File: src/rtl/wgc_pkg.sv
package wgc_pkg;
    typedef enum logic [1:0] {
        ST_IDLE = 2'd0,
        ST_RUN  = 2'd1,
        ST_CMP  = 2'd2
    } wgc_state_e;

    localparam logic [31:0] MIX_K = 32'h9E37_79B1;
endpackage

File: src/rtl/wgc_sig_accum.sv
module wgc_sig_accum #(
    parameter int CU_W   = 4,
    parameter int WG_W   = 8,
    parameter int WF_W   = 4,
    parameter int ADDR_W = 32,
    parameter int SUM_W  = 32
) (
    input  logic              clk,
    input  logic              rst_n,
    input  logic              clr,
    input  logic              active,
    input  logic [CU_W-1:0]   want_cu,
    input  logic [WG_W-1:0]   want_wg,
    input  logic              st_valid,
    input  logic              st_global,
    input  logic [CU_W-1:0]   st_cu,
    input  logic [WG_W-1:0]   st_wg,
    input  logic [WF_W-1:0]   st_wf,
    input  logic [ADDR_W-1:0] st_addr,
    input  logic [SUM_W-1:0]  st_data,
    output logic [SUM_W-1:0]  sum
);
    logic             hit;
    logic [SUM_W-1:0] mix;

    always_comb begin
        hit = active && st_valid && st_global &&
              (st_cu == want_cu) && (st_wg == want_wg);
        mix = ((SUM_W'(st_addr) ^ SUM_W'(st_wf)) * SUM_W'(wgc_pkg::MIX_K)) ^ st_data;
    end

    always_ff @(posedge clk or negedge rst_n) begin
        if (!rst_n)   sum <= '0;
        else if (clr) sum <= '0;
        else if (hit) sum <= sum + mix;
    end

    // a start zeroes the signature
    a_r6_clear_zero: assert property (@(posedge clk) disable iff (!rst_n)
        clr |=> (sum == '0));
    // without a qualifying store the signature holds
    a_r11_hold: assert property (@(posedge clk) disable iff (!rst_n)
        (!clr && !(st_valid && st_global && active)) |=> $stable(sum));
endmodule

File: config.mk
export PLATFORM = sky130hd
export DESIGN_NAME = wgc_sig_accum
export DESIGN_NICKNAME = d
export VERILOG_FILES = /design/src/rtl/wgc_pkg.sv /design/src/rtl/wgc_sig_accum.sv
export SDC_FILE = /design/constraint.sdc
export NUM_CORES = 1
export LEC_CHECK = 0
export ABC_CLOCK_PERIOD_IN_PS = 3300
export CORE_ASPECT_RATIO = 1.75
export CORE_MARGIN = 5
export CORE_UTILIZATION = 50
export DETAILED_ROUTE_END_ITERATION = 10
export PLACE_DENSITY = 0.72
export SLEW_MARGIN = 20
export SYNTH_ARGS = -nofsm -noshare
export SYNTH_HDL_FRONTEND = slang
export SYNTH_SLANG_ARGS = --single-unit
File: constraint.sdc
create_clock -name clk -period 3.3 [get_ports clk]
set_input_delay 0.33 -clock clk [delete_from_list [all_inputs] [get_ports clk]]
set_output_delay 0.33 -clock clk [all_outputs]
set_load 0.1 [all_outputs]
* After elaboration in Yosys (flattened, before gate mapping)
Index checks and enable logic that the tools add are counted.
** Storage, ports and cells
- Register bits after elaboration :: 32
- Word-level logic and storage cells :: 14
** Cells by class
- Add/subtract/negate cells :: 1
- Multiply operators :: 1
- Equality and inequality tests :: 2
- Multiplexer cells :: 2
- Bitwise operators :: 2
- Reduce and logical (&&, ||, !) cells :: 5
** Operators by type and width (count)
- two-way mux 32 bit :: 2
- adder 32 bit :: 1
- multiplier 32 x 32 -> 32 bit (second input constant) :: 1
- XOR 32 bit :: 1
- XOR 32 x 4 -> 32 bit :: 1
- == test 8 bit :: 1
- == test 4 bit :: 1
- logical AND 1 bit :: 4
- nonzero test 2 bit :: 1

* Logic depth before layout (Yosys ltp)
Gate-level depths: netlist of the first run.
- Word-level depth :: 6
- Depth in mapped cells :: 37
- Mapped depth without buffers :: 37

* Least setup slack after synthesis of the first run
No wires, ideal clock.
- Path type :: input port to flip-flop
- From :: input port st_wf[2]
- To :: register sum[31]
- Library setup time :: 0.120 ns
- Arrival time :: 7.722 ns
- Required time :: 3.180 ns
- Slack :: -4.541 ns
- Stages on the path :: 31
- Buffers on the path :: 0
- Cells stage by stage :: xor2_1 > xor2_1 > ha_1 > or2_2 > fa_1 > fa_1 > inv_1 > fa_1 > inv_1 > fa_1 > inv_1 > fa_1 > inv_1 > fa_1 > inv_1 > fa_1 > inv_1 > ha_1 > a21o_1 > a21o_1 > a221oi_1 > o21a_1 > o21ai_1 > a311oi_1 > xnor2_1 > ha_1 > o21ai_0 > o41ai_2 > a31oi_1 > or3_1 > and3_1
** On the way
- Cells in the longest elaborated chain, start to end :: 6
** Ends and longest elaborated chain
- start: declaration :: line wgc_sig_accum.sv:18 : input logic [WF_W-1:0] st_wf,
- XOR 32 x 4 -> 32 bit :: line wgc_sig_accum.sv:29 : mix = ((SUM_W'(st_addr) ^ SUM_W'(st_wf)) * SUM_W'(wgc_pkg::MIX_K)) ^ st_data;
- multiplier 32 x 32 -> 32 bit :: line wgc_sig_accum.sv:29
- XOR 32 bit :: line wgc_sig_accum.sv:29
- adder 32 bit :: line wgc_sig_accum.sv:35 : else if (hit) sum <= sum + mix;
- two-way mux 32 bit :: line wgc_sig_accum.sv:35
- two-way mux 32 bit :: line wgc_sig_accum.sv:34 : else if (clr) sum <= '0;
- end signal: assignment :: line wgc_sig_accum.sv:35
- end: declaration :: line wgc_sig_accum.sv:21 : output logic [SUM_W-1:0] sum
Every way passes these cells. The select of a mux whose other input is x is not followed.
A chain may end at the register's enable or synchronous reset.

* Final worst setup path of the first run
- From :: input port st_wf[2]
- To :: register sum[30]
The elaborated chain is that of the path after synthesis.

==> key figures, run 1 <==
Run status
  – Status: finished, violations left
  – Failing checks: setup timing

Min path
  – Hold WC Path Type: in -> async

Logic synthesis
  – Post-synth top cells: 332 x inv_1, 218 x ha_1, 203 x fa_1, 86 x xnor2_1, 54 x a21oi_1
  – Synth area leader: fa_1
  – Synth warn: 0
  – Synth top area share: about 34%
  – Top post-synthesis cells by area: fa_1 34%, ha_1 23%, inv_1 10%, dfrtp_1 6.7%, xnor2_1 6.3%
  – Net count after synthesis: 1789
  – Count leader, synth: inv_1
  – Average size of a mapped cell: 9.46 sq um
  – Mapped Cells: 1270
  – Post-synth top flop: dfrtp_1
  – EDFF count, synth: 0
  – Number of synthesized register bits: 32
  – Synth Cell Area: 12000 sq um
  – Async SR Flop Fraction: 100%
  – Netlist cell types: 63
  – Sequential area share after synthesis: under 10%

Detailed routing
  – Post-route ant nets: 0
  – # DRC: 0
  – Initial DRC count: roughly 610
  – Routed vias/inst: 5.62
  – Vias: 11296
  – DR pass1 iterations: 5
  – Routed WL: 44900 um
  – WL/cell: around 22 um

Worst setup path
  – Critical R2R Capture: sum[31]$_DFFE_PN0P_
  – CP max stage delay: about 0.54 ns
  – Critical-path top delay cell: fa_2
  – CP delay by family, top: adder cells
  – Crit Path Category: in -> reg
  – Max FO, Critical Path: 4
  – Worst R2R Path Depth: 11
  – Worst Path Required: around 3.5 ns
  – Worst R2R Setup Slack: approximately 0.43 ns
  – Worst path bufs/invs: 6
  – Crit path from: st_wf[2]
  – Worst setup EP type: flip-flop
  – WP data arrival: approximately 8.0 ns
  – CP dominant cell by count: fa_1
  – CP endpoint: sum[30]$_DFFE_PN0P_
  – FF-to-FF Start: sum[2]$_DFFE_PN0P_
  – Startpoint types: input pin
  – Crit. path cell count: 33

Finish
  – Non-Filler Instances: between 2000 and 2500
  – Fin area: between 15000 and 20000 sq um
  – Largest regs: sum x32
  – Nets@finish: between 2000 and 2500
  – Max FFs per register: 32
  – Area Growth Syn to Fin: 51.8%
  – # diodes: 0
  – Share of cells above drive strength 1: about a third
  – Largest Register: sum
  – Final Util: 76.5%

STA
  – WHS: between 0.4 and 0.5 ns
  – Setup Skew: approximately 0.008 ns
  – Unrepaired setup endpoints after global routing: true
  – Tcrit/Tclk final: 237%
  – Finish-stage setup viols: 25
  – PnR worst setup slack: -4.51 ns
  – Final max-slew violation count: 0
  – Achievable frequency: between 100 and 150 MHz
  – Least-Margin Pin Slew: 1.01 ns
  – Crit path time final: 7.81 ns
  – Relative slew margins: between 30 and 40%
  – Endpoints failing hold: 0

Floorplanning
  – CORE AREA: around 24000 sq um
  – Initial Util: between 50% and 60%
  – Ports: 130
  – Die Span X: between 100 and 150 um
  – Standard-cell rows: 75
  – Die Y: between 200 and 250 um
  – Area of the die: approximately 27000 sq um

Clocking
  – CTS sink cnt: 32
  – Later-pin clock latency in the skew report: 0.29 ns
  – Num CTS Buffers: 5
  – CTS tree: built
  – CTS max path bufs: 2
  – Clock-pin slew on the worst setup and hold paths: roughly 0.070 ns
  – H-tree levels: 2
  – Clk root buf: clkbuf_16

Place
  – Placer congestion estimate: 1.01
  – PortBufs: about 130
  – Placed instance count: approximately 2000
  – Placement Cell Area: between 15000 and 20000 sq um
  – Final HPWL DP: 32200 um

Job
  – Max cap viols: 0

Global routing
  – Vias in the first global route: 12383
  – First-pass GRT wire length: around 62000 um
  – Total gr overflow: 0
  – Largest net degree at the start of global routing: 48
  – Global router's overall resource usage: between 20% and 30%
  – Initial antenna violation count: 0
[repair_timing]
| item | 4_1_cts | 5_1_grt |
|---|---|---|
| setup endpoints to repair | 26 | 26 |
| pin swaps | 117 | 67 |
| hold buffers | 0 | 0 |
| buffers inserted | 41 | 17 |
| resized for setup | 254 | 118 |
[per-stage QoR]
step | setup WS (ns) | setup TNS (ns)
after floorplan | -4.01 | -69.52
after global placement | -4.89 | -98.36
after detailed placement | -5.07 | -100.86
after CTS | -4.15 | -75.97
after global routing | -4.67 | -86.03
final | -4.51 | -82.48
[worst register-to-register path: stages, from the launching register on]
cell      delay (ns)
dfrtp_1         0.42
ha_1            0.32
buf_4           0.13
o211ai_1        0.11
o21ai_1         0.35
o21ai_4         0.15
a21oi_4         0.24
o221ai_4        0.18
o41ai_4         0.24
a31oi_1         0.16
or3_1           0.32
and3_1          0.16
[how the worst min path moves through the flow]
stage | from | endpoint | cells after the start
6_report | rst_n | sum[22]$_DFFE_PN0P_ | 2
5_1_grt | rst_n | sum[20]$_DFFE_PN0P_ | 2
4_1_cts | rst_n | sum[22]$_DFFE_PN0P_ | 2
3_5_place_dp | sum[9]$_DFFE_PN0P_ | sum[9]$_DFFE_PN0P_ | 2
3_3_place_gp | sum[7]$_DFFE_PN0P_ | sum[7]$_DFFE_PN0P_ | 2
2_1_floorplan | rst_n | sum[0]$_DFFE_PN0P_ | 0
[cell type report]
| cell class | count | area [sq um] |
|---|---|---|
| Multi-Input combinational cell | 892 | 11800 |
| Tap cell | 308 | 385 |
| Timing Repair Buffer | 436 | 3820 |
| Inverter | 334 | 1270 |
| Clock buffer | 5 | 125 |
| Fill cell | 1463 | 5600 |
| Sequential cell | 32 | 801 |
| Clock inverter | 3 | 42.5 |
[cells by family after synthesis]
logic type	after synthesis	share of synthesized area, %
fa+ha+maj	421	56.5
compound gates	171	9.37
simple gates	164	6.57
buf+inv	346	10.9
xor+xnor	130	9.48
mux	6	0.500
flops	32	6.67
[cell usage in the layout, fill, tap and decap left out, drive strengths merged, types with 3 or more instances in the layout]
cell	count
clkdlybuf4s50	111
nand3b	5
xor2	44
ha	218
dfrtp	32
o211ai	6
and3	5
clkbuf	5
mux2i	6
nand2b	4
nand4	7
a211oi	4
xnor2	86
dlygate4sd2	5
a31oi	11
nor3	11
or3	6
inv	332
nand2	44
nor4	5
nor2	47
o21a	10
nand3	13
a21oi	55
a31o	4
a21o	25
buf	319
o31ai	3
fa	203
and2	5
o21ai	32
nor2b	3
[per-layer routing]
| layer | global-route usage, % | part of all wire [%] |
|---|---|---|
| met5 | 0 | 0 |
| met4 | 23.3 | 11 |
| met3 | 2.73 | 4.7 |
| met2 | 56.4 | 54 |
| met1 | 26.8 | 30 |
Power of run 1 is left out: the tool's default activity adds up to more than one toggle a clock period on the data nets, which glitch-free logic cannot reach.
==> run 2: changes to the inputs <==
--- a/config.mk
+++ b/config.mk
@@ -10,7 +10,7 @@
 export CORE_MARGIN = 5
 export CORE_UTILIZATION = 50
 export DETAILED_ROUTE_END_ITERATION = 10
-export PLACE_DENSITY = 0.72
+export PLACE_DENSITY = 0.71
 export SLEW_MARGIN = 20
 export SYNTH_ARGS = -nofsm -noshare
 export SYNTH_HDL_FRONTEND = slang
==> run 2 against run 1 <==
- the run still ends with setup timing left
- clock-buffer cell count is 1 higher
- setup slack better by 0.12 ns
- sequential share of layout area hardly changed
- wire length is 1.2% lower
- design area is 0.30% lower
- critical endpoint unchanged
- highest routed layer unchanged
==> key figures, run 2 (synthesis gave the netlist of run 1 again) <==
STA
  – Final max-slew violation count: 0
  – Unrepaired setup endpoints after global routing: true
  – Setup Skew: approximately 0.0067 ns
  – Relative slew margins: between 30% and 40%
  – Achievable frequency: 130 MHz
  – Sum Neg Setup Slack: -83.14 ns
  – Crit path time final: 7.69 ns
  – Endpoints failing hold: 0
  – WHS: approximately 0.46 ns
  – Finish-stage setup viols: 25
  – PnR worst setup slack: -4.39 ns
  – Tcrit/Tclk final: 233%
  – Least-Margin Pin Slew: roughly 1.0 ns

Place
  – Final HPWL DP: approximately 33000 um
  – Placed instance count: 1948
  – PortBufs: around 130
  – Placer congestion estimate: 0.963

Worst setup path
  – Crit Path Category: in -> reg
  – CP dominant cell by count: fa_1
  – Startpoint types: input pin
  – Max FO, Critical Path: 5
  – Worst setup EP type: flip-flop
  – CP max stage delay: 0.65 ns
  – Critical-path top delay cell: fa_1
  – WP data arrival: just under 8 ns
  – Worst Path Required: roughly 3.5 ns

Clocking
  – Later-pin clock latency in the skew report: 0.29 ns
  – Num CTS Buffers: 5
  – CTS max path bufs: 2
  – Clock-pin slew on the worst setup and hold paths: approximately 0.050 ns
  – H-tree levels: 2
  – CTS sink cnt: 32
  – Clk root buf: clkbuf_16
  – CTS tree: built

Finish
  – Filler cell count in the final layout: between 1000 and 1500
  – Area Growth Syn to Fin: 51.3%
  – Largest regs: sum x32
  – Most common cell after layout, fill and taps aside: inv_1
  – Largest Register: sum
  – Non-Filler Instances: between 2000 and 2500
  – Max FFs per register: 32
  – # diodes: 0
  – Nets@finish: between 2000 and 2500
  – Share of cells above drive strength 1: a little over a third
  – Most frequent cells in the layout: 293 x inv_1, 274 x buf_4, 187 x fa_1, 157 x ha_1, 110 x clkdlybuf4s50_1

Run status
  – Status: finished, violations left
  – Failing checks: setup timing

Detailed routing
  – Post-route ant nets: 0
  – # DRC: 0
  – Initial DRC count: between 600 and 700
  – Routed vias/inst: around 5.5
  – DR pass1 iterations: 7
  – WL/cell: roughly 22 um
  – Vias: 11220
  – Routed WL: about 44000 um

Global routing
  – Largest net degree at the start of global routing: 34
  – First-pass GRT wire length: roughly 64000 um
  – Initial antenna violation count: 0
  – Vias in the first global route: 12624
  – Total gr overflow: 0
  – Global router's overall resource usage: between 30% and 40%

Floorplanning
  – Standard-cell rows: 75
  – Die Span X: 127 um
  – Die Y: 215 um
  – CORE AREA: around 24000 sq um
  – Initial Util: 50.4%
  – Ports: between 100 and 150
  – Area of the die: around 27000 sq um

Min path
  – Hold WC Path Type: in -> async

Job
  – Max cap viols: 0
run 2: path summary, 6_finish.rpt:
| path | startpoint | to | slack, ns | cells after the start |
|---|---|---|---|---|
| worst min-delay path | rst_n | sum[20]$_DFFE_PN0P_ | 0.46 | 2 |
| worst max-delay path | st_addr[6] | sum[30]$_DFFE_PN0P_ | -4.39 | 31 |
| worst max register to register | sum[2]$_DFFE_PN0P_ | sum[15]$_DFFE_PN0P_ | 0.47 | 11 |
| worst min register to register | sum[0]$_DFFE_PN0P_ | sum[0]$_DFFE_PN0P_ | 0.55 | 2 |
| max in group asynchronous | rst_n | sum[2]$_DFFE_PN0P_ | 2.51 | 2 |
| min in group clk | sum[0]$_DFFE_PN0P_ | sum[0]$_DFFE_PN0P_ | 0.55 | 2 |
run 2: repair_timing:
| action | CTS | global route |
|---|---|---|
| gates cloned | 0 | 0 |
| gates resized for setup | 281 | 93 |
| setup buffers | 47 | 32 |
| pin swaps | 145 | 102 |
| setup endpoints to repair | 26 | 26 |
| hold buffers | 0 | 0 |
run 2: stage by stage:
stage                     cell area, sq um  setup slack, ns  utilization (%)
after floorplan                      12500            -4.01                -
after global placement               16000            -4.84             67.0
after detailed placement             16000            -5.06             67.0
after CTS                            17600            -4.17             73.6
after global routing                 18200            -4.65             76.3
final                                18200            -4.39             76.3
run 2: worst max-delay path, delay by kind of cell:
kind	cells	cell delay, ns
adders and majority gates	10	4.57
AOI/OAI and AO/OA	6	1.33
and+or+nand+nor	5	0.83
xor gates and xnor gates	1	0.12
buffers and inverters	9	0.71
run 2: per-layer routing:
metal  vias up  wire [um]  global-route usage (%)
met2       515      23900                    57.7
met5         -          0                       0
met4         0       4970                    27.4
met1      5536      13300                    27.3
met3       262       2160                    3.38
li1       4907          -                       -
run 2: area by class of cell:
class | instances | area [sq um] | area share, %
tap | 308 | 385 | 2.12
clock inverter | 1 | 5.00 | 0.0275
sequential | 32 | 801 | 4.41
clock buffer | 6 | 129 | 0.709
inverter | 334 | 1260 | 6.95
multi-input combinational | 892 | 11700 | 64.1
timing repair buffer | 454 | 3940 | 21.7
Power of run 2 is left out for the same reason.
==> run 3: changes to the inputs <==
--- a/config.mk
+++ b/config.mk
@@ -6,10 +6,12 @@
 export NUM_CORES = 1
 export LEC_CHECK = 0
 export ABC_CLOCK_PERIOD_IN_PS = 3300
+export CAP_MARGIN = 20
 export CORE_ASPECT_RATIO = 1.75
 export CORE_MARGIN = 5
 export CORE_UTILIZATION = 50
 export DETAILED_ROUTE_END_ITERATION = 10
+export HOLD_SLACK_MARGIN = 0.08
 export PLACE_DENSITY = 0.71
 export SLEW_MARGIN = 20
 export SYNTH_ARGS = -nofsm -noshare
==> results of run 3 <==
No change in the layout: final DEF, timing and power equal those of run 2.
Power of run 3 is left out for the same reason.
